===== src/rtl/fbu_pkg.sv =====
package fbu_pkg;

    localparam int unsigned SR_W  = 8;
    localparam int unsigned IDX_W = 3;

    // flag positions; branch indices and the bit-load path depend on them
    localparam int unsigned BIT_C = 0;
    localparam int unsigned BIT_Z = 1;
    localparam int unsigned BIT_N = 2;
    localparam int unsigned BIT_V = 3;
    localparam int unsigned BIT_S = 4;
    localparam int unsigned BIT_H = 5;
    localparam int unsigned BIT_T = 6;
    localparam int unsigned BIT_I = 7;

    typedef enum logic [2:0] {
        OP_IDLE   = 3'd0,
        OP_ALU    = 3'd1,
        OP_SET    = 3'd2,
        OP_CLR    = 3'd3,
        OP_TSTORE = 3'd4,
        OP_TLOAD  = 3'd5,
        OP_IRET   = 3'd6,
        OP_BRANCH = 3'd7
    } fbu_op_e;

endpackage


===== src/rtl/fbu_alu_merge.sv =====
module fbu_alu_merge
    import fbu_pkg::*;
(
    input  logic [SR_W-1:0] sreg_i,
    input  logic [SR_W-1:0] mask_i,
    input  logic [SR_W-1:0] val_i,
    output logic [SR_W-1:0] merged_o
);
    logic n_new;
    logic v_new;
    logic nv_touched;

    assign n_new      = mask_i[BIT_N] ? val_i[BIT_N] : sreg_i[BIT_N];
    assign v_new      = mask_i[BIT_V] ? val_i[BIT_V] : sreg_i[BIT_V];
    assign nv_touched = mask_i[BIT_N] | mask_i[BIT_V];

    for (genvar g = 0; g < SR_W; g++) begin : g_bit
        if (g == BIT_S) begin : g_sign
            // sign flag tracks N^V whenever either source is rewritten
            assign merged_o[g] = nv_touched ? (n_new ^ v_new)
                               : (mask_i[g] ? val_i[g] : sreg_i[g]);
        end else begin : g_plain
            assign merged_o[g] = mask_i[g] ? val_i[g] : sreg_i[g];
        end
    end
endmodule


===== src/rtl/fbu_cond.sv =====
module fbu_cond
    import fbu_pkg::*;
(
    input  logic [SR_W-1:0]  sreg_i,
    input  logic [IDX_W-1:0] idx_i,
    input  logic             want_i,
    input  logic             signed_i,
    output logic             hold_o
);
    logic picked;
    logic lt_rel;
    logic tested;

    assign picked = sreg_i[idx_i];
    assign lt_rel = sreg_i[BIT_N] ^ sreg_i[BIT_V];
    assign tested = signed_i ? lt_rel : picked;
    assign hold_o = (tested == want_i);
endmodule


===== src/rtl/fbu_pc_step.sv =====
module fbu_pc_step #(
    parameter int unsigned PC_W  = 16,
    parameter int unsigned OFF_W = 7
) (
    input  logic [PC_W-1:0]  pc_i,
    input  logic [OFF_W-1:0] off_i,
    input  logic             take_i,
    output logic [PC_W-1:0]  next_o
);
    localparam int unsigned EXT_W = PC_W - OFF_W;

    logic [PC_W-1:0] off_ext;
    logic [PC_W-1:0] add_term;

    assign off_ext  = {{EXT_W{off_i[OFF_W-1]}}, off_i};
    assign add_term = take_i ? off_ext : '0;
    assign next_o   = pc_i + add_term + PC_W'(1);
endmodule


===== src/rtl/fbu_bit_xfer.sv =====
module fbu_bit_xfer
    import fbu_pkg::*;
(
    input  logic [SR_W-1:0]  reg_i,
    input  logic [IDX_W-1:0] idx_i,
    input  logic             t_i,
    output logic             t_from_reg_o,
    output logic [SR_W-1:0]  reg_with_t_o
);
    assign t_from_reg_o = reg_i[idx_i];

    always_comb begin
        reg_with_t_o        = reg_i;
        reg_with_t_o[idx_i] = t_i;
    end
endmodule


===== src/rtl/flag_branch_unit.sv =====
module flag_branch_unit
    import fbu_pkg::*;
#(
    parameter int unsigned PC_W  = 16,
    parameter int unsigned OFF_W = 7
) (
    input  logic             clk,
    input  logic             rst_n,
    input  logic [2:0]       op_i,
    input  logic [2:0]       idx_i,
    input  logic [7:0]       alu_mask_i,
    input  logic [7:0]       alu_flags_i,
    input  logic [7:0]       reg_i,
    input  logic             br_pol_i,
    input  logic             br_signed_i,
    input  logic [PC_W-1:0]  pc_i,
    input  logic [OFF_W-1:0] off_i,
    output logic [7:0]       status_o,
    output logic [7:0]       ld_data_o,
    output logic             ld_valid_o,
    output logic             br_valid_o,
    output logic             br_taken_o,
    output logic [PC_W-1:0]  br_next_pc_o,
    output logic [1:0]       br_cycles_o
);
    typedef struct packed {
        logic [SR_W-1:0] sreg;
        logic [SR_W-1:0] ld_data;
        logic            ld_valid;
        logic            br_valid;
        logic            br_taken;
        logic [PC_W-1:0] br_pc;
        logic [1:0]      br_cycles;
    } fbu_state_t;

    fbu_state_t st_d, st_q;
    fbu_op_e    op;

    logic [SR_W-1:0] alu_merged;
    logic            cond_hold;
    logic [PC_W-1:0] pc_next;
    logic            t_from_reg;
    logic [SR_W-1:0] reg_with_t;

    assign op = fbu_op_e'(op_i);

    fbu_alu_merge u_merge (
        .sreg_i   (st_q.sreg),
        .mask_i   (alu_mask_i),
        .val_i    (alu_flags_i),
        .merged_o (alu_merged)
    );

    fbu_cond u_cond (
        .sreg_i   (st_q.sreg),
        .idx_i    (idx_i),
        .want_i   (br_pol_i),
        .signed_i (br_signed_i),
        .hold_o   (cond_hold)
    );

    fbu_pc_step #(.PC_W(PC_W), .OFF_W(OFF_W)) u_pc (
        .pc_i   (pc_i),
        .off_i  (off_i),
        .take_i (cond_hold),
        .next_o (pc_next)
    );

    fbu_bit_xfer u_xfer (
        .reg_i        (reg_i),
        .idx_i        (idx_i),
        .t_i          (st_q.sreg[BIT_T]),
        .t_from_reg_o (t_from_reg),
        .reg_with_t_o (reg_with_t)
    );

    always_comb begin
        st_d          = st_q;
        st_d.ld_valid = 1'b0;
        st_d.br_valid = 1'b0;
        unique case (op)
            OP_ALU:    st_d.sreg = alu_merged;
            OP_SET:    st_d.sreg[idx_i] = 1'b1;
            OP_CLR:    st_d.sreg[idx_i] = 1'b0;
            OP_TSTORE: st_d.sreg[BIT_T] = t_from_reg;
            OP_TLOAD: begin
                st_d.ld_data  = reg_with_t;
                st_d.ld_valid = 1'b1;
            end
            OP_IRET:   st_d.sreg[BIT_I] = 1'b1;
            OP_BRANCH: begin
                st_d.br_valid  = 1'b1;
                st_d.br_taken  = cond_hold;
                st_d.br_pc     = pc_next;
                st_d.br_cycles = cond_hold ? 2'd2 : 2'd1;
            end
            default: ;
        endcase
    end

    always_ff @(posedge clk) begin
        if (!rst_n) begin
            st_q <= '0;
        end else begin
            st_q <= st_d;
        end
    end

    assign status_o     = st_q.sreg;
    assign ld_data_o    = st_q.ld_data;
    assign ld_valid_o   = st_q.ld_valid;
    assign br_valid_o   = st_q.br_valid;
    assign br_taken_o   = st_q.br_taken;
    assign br_next_pc_o = st_q.br_pc;
    assign br_cycles_o  = st_q.br_cycles;
endmodule


===== config.mk =====
export PLATFORM = sky130hd
export DESIGN_NAME = flag_branch_unit
export DESIGN_NICKNAME = d
export VERILOG_FILES = /design/src/rtl/fbu_pkg.sv /design/src/rtl/fbu_alu_merge.sv /design/src/rtl/fbu_cond.sv /design/src/rtl/fbu_pc_step.sv /design/src/rtl/fbu_bit_xfer.sv /design/src/rtl/flag_branch_unit.sv
export SDC_FILE = /design/constraint.sdc
export NUM_CORES = 1
export LEC_CHECK = 0
export ABC_AREA = 1
export BUFFER_PORTS_ARGS = -buffer_cell sky130_fd_sc_hd__buf_2
export CAP_MARGIN = 25
export CORE_UTILIZATION = 50
export CTS_BUF_LIST = sky130_fd_sc_hd__clkbuf_8
export DETAILED_ROUTE_END_ITERATION = 16
export GPL_TIMING_DRIVEN = 0
export PLACE_DENSITY = 0.81
export SYNTH_ARGS = -nofsm -noshare
export SYNTH_HDL_FRONTEND = slang
export SYNTH_SLANG_ARGS = --single-unit

===== constraint.sdc =====
create_clock -name clk -period 4 [get_ports clk]
set_clock_uncertainty 0.1 [all_clocks]
set_input_delay 0.8 -clock clk [delete_from_list [all_inputs] [get_ports clk]]
set_output_delay 0.8 -clock clk [all_outputs]
set_load 0.1 [all_outputs]

* Word level (Yosys, flattened, before mapping)
Cells that the tools add are included.
Word-level totals: register bits after elaboration 37, bits in latches 0, memory bits (writable) 0, memory bits (read-only) 0, output and inout port bits 37, logic and storage cells 71, memories kept 0
Operators by class: add/sub/neg operators 2, multiply operators 0, div/mod/pow operators 0, order comparisons 2, eq/ne operators 14, shift operators 0, multiplexer cells 24, bitwise operators 6, reductions and logical operators 10
Operator list (count):
- 20-bit 2-to-1 mux | 1
- 6-bit one-hot mux with 3 select lines | 1
- 16-bit by 1-bit adder with 16-bit output, second input constant | 1
- 16-bit adder | 1
- 16-bit 2-to-1 mux | 1
- 1-bit 2-to-1 mux | 14
- 3-bit equality test, second input constant | 4
- 2-bit AND reduction | 6
- 2-bit != test, second input constant | 5
- 8-bit bitwise AND | 1
- 8-bit bitwise mux | 1
- 8-bit inverter | 1
- 8-bit OR | 1
- 1-bit one-hot mux with 4 select lines | 2
- 4-bit nonzero test | 2
- 1-bit binary-select mux with 3-bit select | 2
- 3-bit by 2-bit equality test with 1-bit output, second input constant | 2
- 3-bit by 4-bit < comparator with 1-bit output, second input constant | 1
- 1-bit demux with 3-bit select | 1
- 3-bit by 1-bit equality test with 1-bit output, second input constant | 1
- 3-bit by 1-bit greater-or-equal comparator with 1-bit output, second input constant | 1
- 3-bit by 2-bit != test with 1-bit output, second input constant | 1
- 3-bit nonzero test | 1
- 2-bit 2-to-1 mux | 1
- 4 further kinds | 5

* Depth between registers and ports, before layout
depth in word-level cells 8, depth in mapped cells 26, gate-level depth less buffers 25

* Hierarchy
A second synthesis with hierarchy kept.
Unflattened totals: cells, all modules 534, area total of the unflattened synthesis 3126.7 µm²
By module, submodules not included:
- flag_branch_unit | instances 1, cells an instance 228, area an instance 1597.8 µm², seq. area each 720.7 µm²
- fbu_pc_step | instances 1, cells an instance 195, area an instance 984.7 µm², seq. area each 0.0 µm²
- fbu_bit_xfer | instances 1, cells an instance 48, area an instance 232.7 µm², seq. area each 0.0 µm²
- fbu_alu_merge | instances 1, cells an instance 33, area an instance 180.2 µm², seq. area each 0.0 µm²
- fbu_cond | instances 1, cells an instance 30, area an instance 131.4 µm², seq. area each 0.0 µm²

* Least setup slack after synthesis
Ideal clock, no wire load.
path type flip-flop to flip-flop, start point reg st_q, in the netlist status_o[5], end point reg st_q, in the netlist br_next_pc_o[12], arrival 3073 ps, data required time 3791 ps, path slack 718 ps, stages on the path, launching flop included 25, buffers on the path 0, period minus slack after synthesis 3282 ps, cell sequence dfxtp_1 -> inv_1 -> nand2_1 -> nand3_1 -> nand2_1 -> nor2_1 -> nand2_1 -> nand3_2 -> nand2_2 -> inv_2 -> nand2_1 -> ha_1 -> inv_1 -> fa_1 -> nand2_1 -> nand3_1 -> o21ai_1 -> o21ai_2 -> a21o_1 -> nand3_1 -> nand2_1 -> nand2_1 -> nand3_1 -> nand2_1 -> inv_1
On the way: word-level cells in the longest chain between the ends 7
Ends and longest elaborated chain:
- start: declaration | line flag_branch_unit.sv:36 | fbu_state_t st_d, st_q;
- start signal: assignment | line flag_branch_unit.sv:105 | st_q <= st_d;
- 1-bit binary-select mux with 3-bit select | line fbu_cond.sv:14 | assign picked = sreg_i[idx_i];
- 1-bit 2-to-1 mux (not written as such) | line fbu_cond.sv:14
- 1-bit 2-to-1 mux | line fbu_cond.sv:16 | assign tested = signed_i ? lt_rel : picked;
- 1-bit equality test | line fbu_cond.sv:17 | assign hold_o = (tested == want_i);
- 16-bit 2-to-1 mux | line fbu_pc_step.sv:16 | assign add_term = take_i ? off_ext : '0;
- 16-bit adder | line fbu_pc_step.sv:17 | assign next_o = pc_i + add_term + PC_W'(1);
- 16-bit by 1-bit adder with 16-bit output | line fbu_pc_step.sv:17
No other way between the ends. The select of a mux whose other input is x is not followed. A chain may end at the register's enable or synchronous reset.

* Worst setup path in the final report
start point in idx_i[0], end point reg st_q, in the netlist br_next_pc_o[12]
On the way: word-level cells in the longest chain between the ends 7
Ends and longest elaborated chain:
- start: declaration | line flag_branch_unit.sv:10 | input logic [2:0] idx_i,
- 1-bit binary-select mux with 3-bit select | line fbu_cond.sv:14
- 1-bit 2-to-1 mux (not written as such) | line fbu_cond.sv:14
- 1-bit 2-to-1 mux | line fbu_cond.sv:16
- 1-bit equality test | line fbu_cond.sv:17
- 16-bit 2-to-1 mux | line fbu_pc_step.sv:16
- 16-bit adder | line fbu_pc_step.sv:17
- 16-bit by 1-bit adder with 16-bit output | line fbu_pc_step.sv:17
No other way between the ends. The select of a mux whose other input is x is not followed.

==> results by group <==
Clock tree
  • Post-CTS Setup Inserts: 0
  • Post-CTS Hold Fix Bufs: 0
  • Post-cts sizing count: 0
  • TritonCTS buffer count: 5
  • CTS clk-pin slew, worst paths: 0.08 ns
  • H-tree Lvls: 2
  • Clk root buf: clkbuf_8
  • CTS Buffer Depth: 2
  • CTS tree: built
  • Clock sinks: 36
  • Clk_lat worst skew: 0.29 ns

Power
  • Static leakage: 1.820 nW
  • Max VDD drop: 269.6 uV
  • Power per cell area: between 300 and 400 nW/um^2

STA
  • Slew margin rel.: 64.82%
  • Tightest Pin Transition: between 0.5 and 0.6 ns
  • RSZ-0062 raised after global routing: no
  • Final period utilization: 84.86%
  • Fin worst setup slack: just over 0.6 ns
  • Final Hold Vio Count: 0
  • Min cycle time layout: roughly 3.4 ns
  • Pins Over Slew Limit: 0
  • Highest clock rate: 294.6 MHz
  • Final setup violation count: 0
  • Setup TNS: 0 ns

Outcome
  • Status: complete, no violations

Final layout
  • Commonest cells after routing, fill and taps aside: buf_2, nand2_1, inv_1
  • ANT cells: 0
  • Final instance area: 3317 sq um
  • Non-Filler Instances: ~570
  • Commonest non-fill, non-tap cell in the layout: buf_2
  • Layout cells sized above 1: 25.90%
  • Area Overhead vs Synth: 25.28%
  • # fillers: roughly 490
  • Fin nets: 574

Global routing
  • Largest net degree at the start of global routing: 12
  • Aggregate global routing overflow: 0
  • Total GRT Usage: a little over a quarter
  • Initial antenna violation count: 0
  • Global-route wire length before repair: 11,440 um
  • Number of global-route vias before repair: ~2.6k

Synth
  • Synth area leaders: dfxtp_1, nand2_1, inv_1
  • Synth unique cells: 39
  • Syn_area_per_cell: 6.570 sq um
  • Post-synth ARST share: 0%
  • Syn nets: 476
  • Synth top area share: 27.22%
  • Top FF cell, synth: dfxtp_1
  • Synthesis warning total: 0
  • Synthesized flop and latch total: 36
  • Largest area contributor in the netlist: dfxtp_1
  • Post-Syn Area: between 2000 and 3000 sq um
  • Cells after synthesis: 403
  • Part of the Yosys area used for sequential elements: 27.22%
  • Number of flops mapped to enable cells by yosys: 0

Setup path
  • Worst path arrival time: 3.48 ns
  • Critical path endpoint category: flip-flop
  • CP max stage delay: 0.37 ns
  • Worst Setup Start Kind: primary input
  • Worst path most repeated cell: nand2_1
  • Crit Path Class: primary input to flip-flop
  • Worst Path Required: 4.09 ns
  • CP Max Fanout: 6
  • CP max-delay cell: fa_1

Routing
  • Final ANT Viol Nets: 0
  • WL final: 7085 um
  • Pre-antenna DRT Iters: 7
  • DRC Markers: 0
  • Via count: 3,029
  • Via density: 5.295
  • Wire per inst: 12.39 um
  • DRT iter0 DRCs: 244

Placement
  • Placed Area: 3191 sq um
  • Final GP Congestion: 0.9038
  • Placed insts: 564
  • Buffers on Ports: around 90
  • Dpl ws: 0.3547 ns
  • HPWL Detailed: 5628 um

Die
  • Core outline area: 5107 sq um
  • Die X: about 75 um
  • Starting Density: between 50% and 60%
  • Rows: 26
  • I/O pins: 94
  • Die area: 5590 sq um
  • Die Y: approximately 75 um

Hold path
  • Hold WC Path Type: flip-flop to flip-flop

Run
  • Max-Cap Viols: 0
[cell families (layout without fill, tap and decap cells)]
kind of cell,after synthesis,count (layout),share of synthesized area (%)
and+or+nand+nor,157,157,25.95
AOI/OAI and AO/OA,113,113,25.47
DFF,36,36,27.22
adders and majority gates,16,16,7.845
buffers and inverters,75,174,11.53
xor gates and xnor gates,6,6,1.985
[worst max-delay path, delay by kind of cell]
| kind | cells | cell delay [ns] |
|---|---|---|
| AOI/OAI and AO/OA | 3 | 0.49 |
| buffers and inverters | 5 | 0.41 |
| adders and majority gates | 2 | 0.50 |
| and+or+nand+nor | 16 | 1.29 |
[layer usage]
| metal | routed length, um | up-vias | track usage [%] | part of all wire [%] |
|---|---|---|---|---|
| li1 | - | 1549 | - | - |
| met1 | 3295 | 1357 | 35.79 | 47 |
| met2 | 3222 | 109 | 41.84 | 45 |
| met3 | 458 | 14 | 4.552 | 6.5 |
| met4 | 109 | 0 | 9.644 | 1.5 |
| met5 | 0 | - | 0 | 0 |
[synth_stat cells, types with 3 or more instances]
| library cell | instances |
|---|---|
| nand2_1 | 79 |
| o21bai_1 | 6 |
| xnor2_1 | 3 |
| inv_2 | 10 |
| nor2_1 | 32 |
| o21ai_0 | 19 |
| o211ai_1 | 12 |
| buf_4 | 5 |
| clkbuf_1 | 3 |
| o21a_1 | 5 |
| inv_1 | 53 |
| nand3_1 | 23 |
| buf_2 | 4 |
| xor2_1 | 3 |
| nor3_1 | 6 |
| nand4_1 | 6 |
| a31oi_1 | 5 |
| dfxtp_1 | 36 |
| o21ai_1 | 17 |
| nor2_2 | 3 |
| ha_1 | 15 |
| a21oi_1 | 36 |
[layout make-up]
cell class / instances / area (sq um) / share of cell area, %
Buffer: 12 / 68.82 / 2.075
Clock buffer: 7 / 96.34 / 2.905
Clock inverter: 1 / 30.03 / 0.9053
Inverter: 63 / 236.5 / 7.129
Multi-Input combinational cell: 292 / 1622 / 48.89
Sequential cell: 36 / 720.7 / 21.73
Tap cell: 70 / 87.58 / 2.641
Timing Repair Buffer: 91 / 455.4 / 13.73
[state kept, by name, indices dropped and copies added, names as in the netlist]
register / count
br_cycles_o: 1
br_valid_o: 1
ld_valid_o: 1
status_o: 8
ld_data_o: 8
br_next_pc_o: 16
br_taken_o: 1
[through the flow]
step                      hold slack (ns)  utilization, %  power [W]
after global routing               0.4279           64.94   0.001281
after detailed placement           0.3797           62.47  0.0008616
after floorplan                    0.4174               -  0.0007609
final                              0.3976           64.94   0.001212
after global placement             0.3697           62.47  0.0008557
after CTS                          0.4001           64.94   0.001213
[final timing paths]
kind,from,depth (start not counted),slack [ns],to
worst max-delay path,idx_i[0],26,0.61,br_next_pc_o[12]
worst min-delay path,br_cycles_o[0],2,0.40,br_cycles_o[0]
worst max register to register,status_o[6],22,0.95,br_next_pc_o[12]
worst min register to register,br_cycles_o[0],2,0.40,br_cycles_o[0]
[where the power goes]
part	total, W	internal (W)	leakage [nW]	switching (W)
Sequential	0.000395	0.000379	0.295	0.0000156
Combinational	0.000462	0.000127	1.46	0.000335
Clock	0.000355	0.000220	0.0645	0.000135
Power figures use the tool's default switching activity.
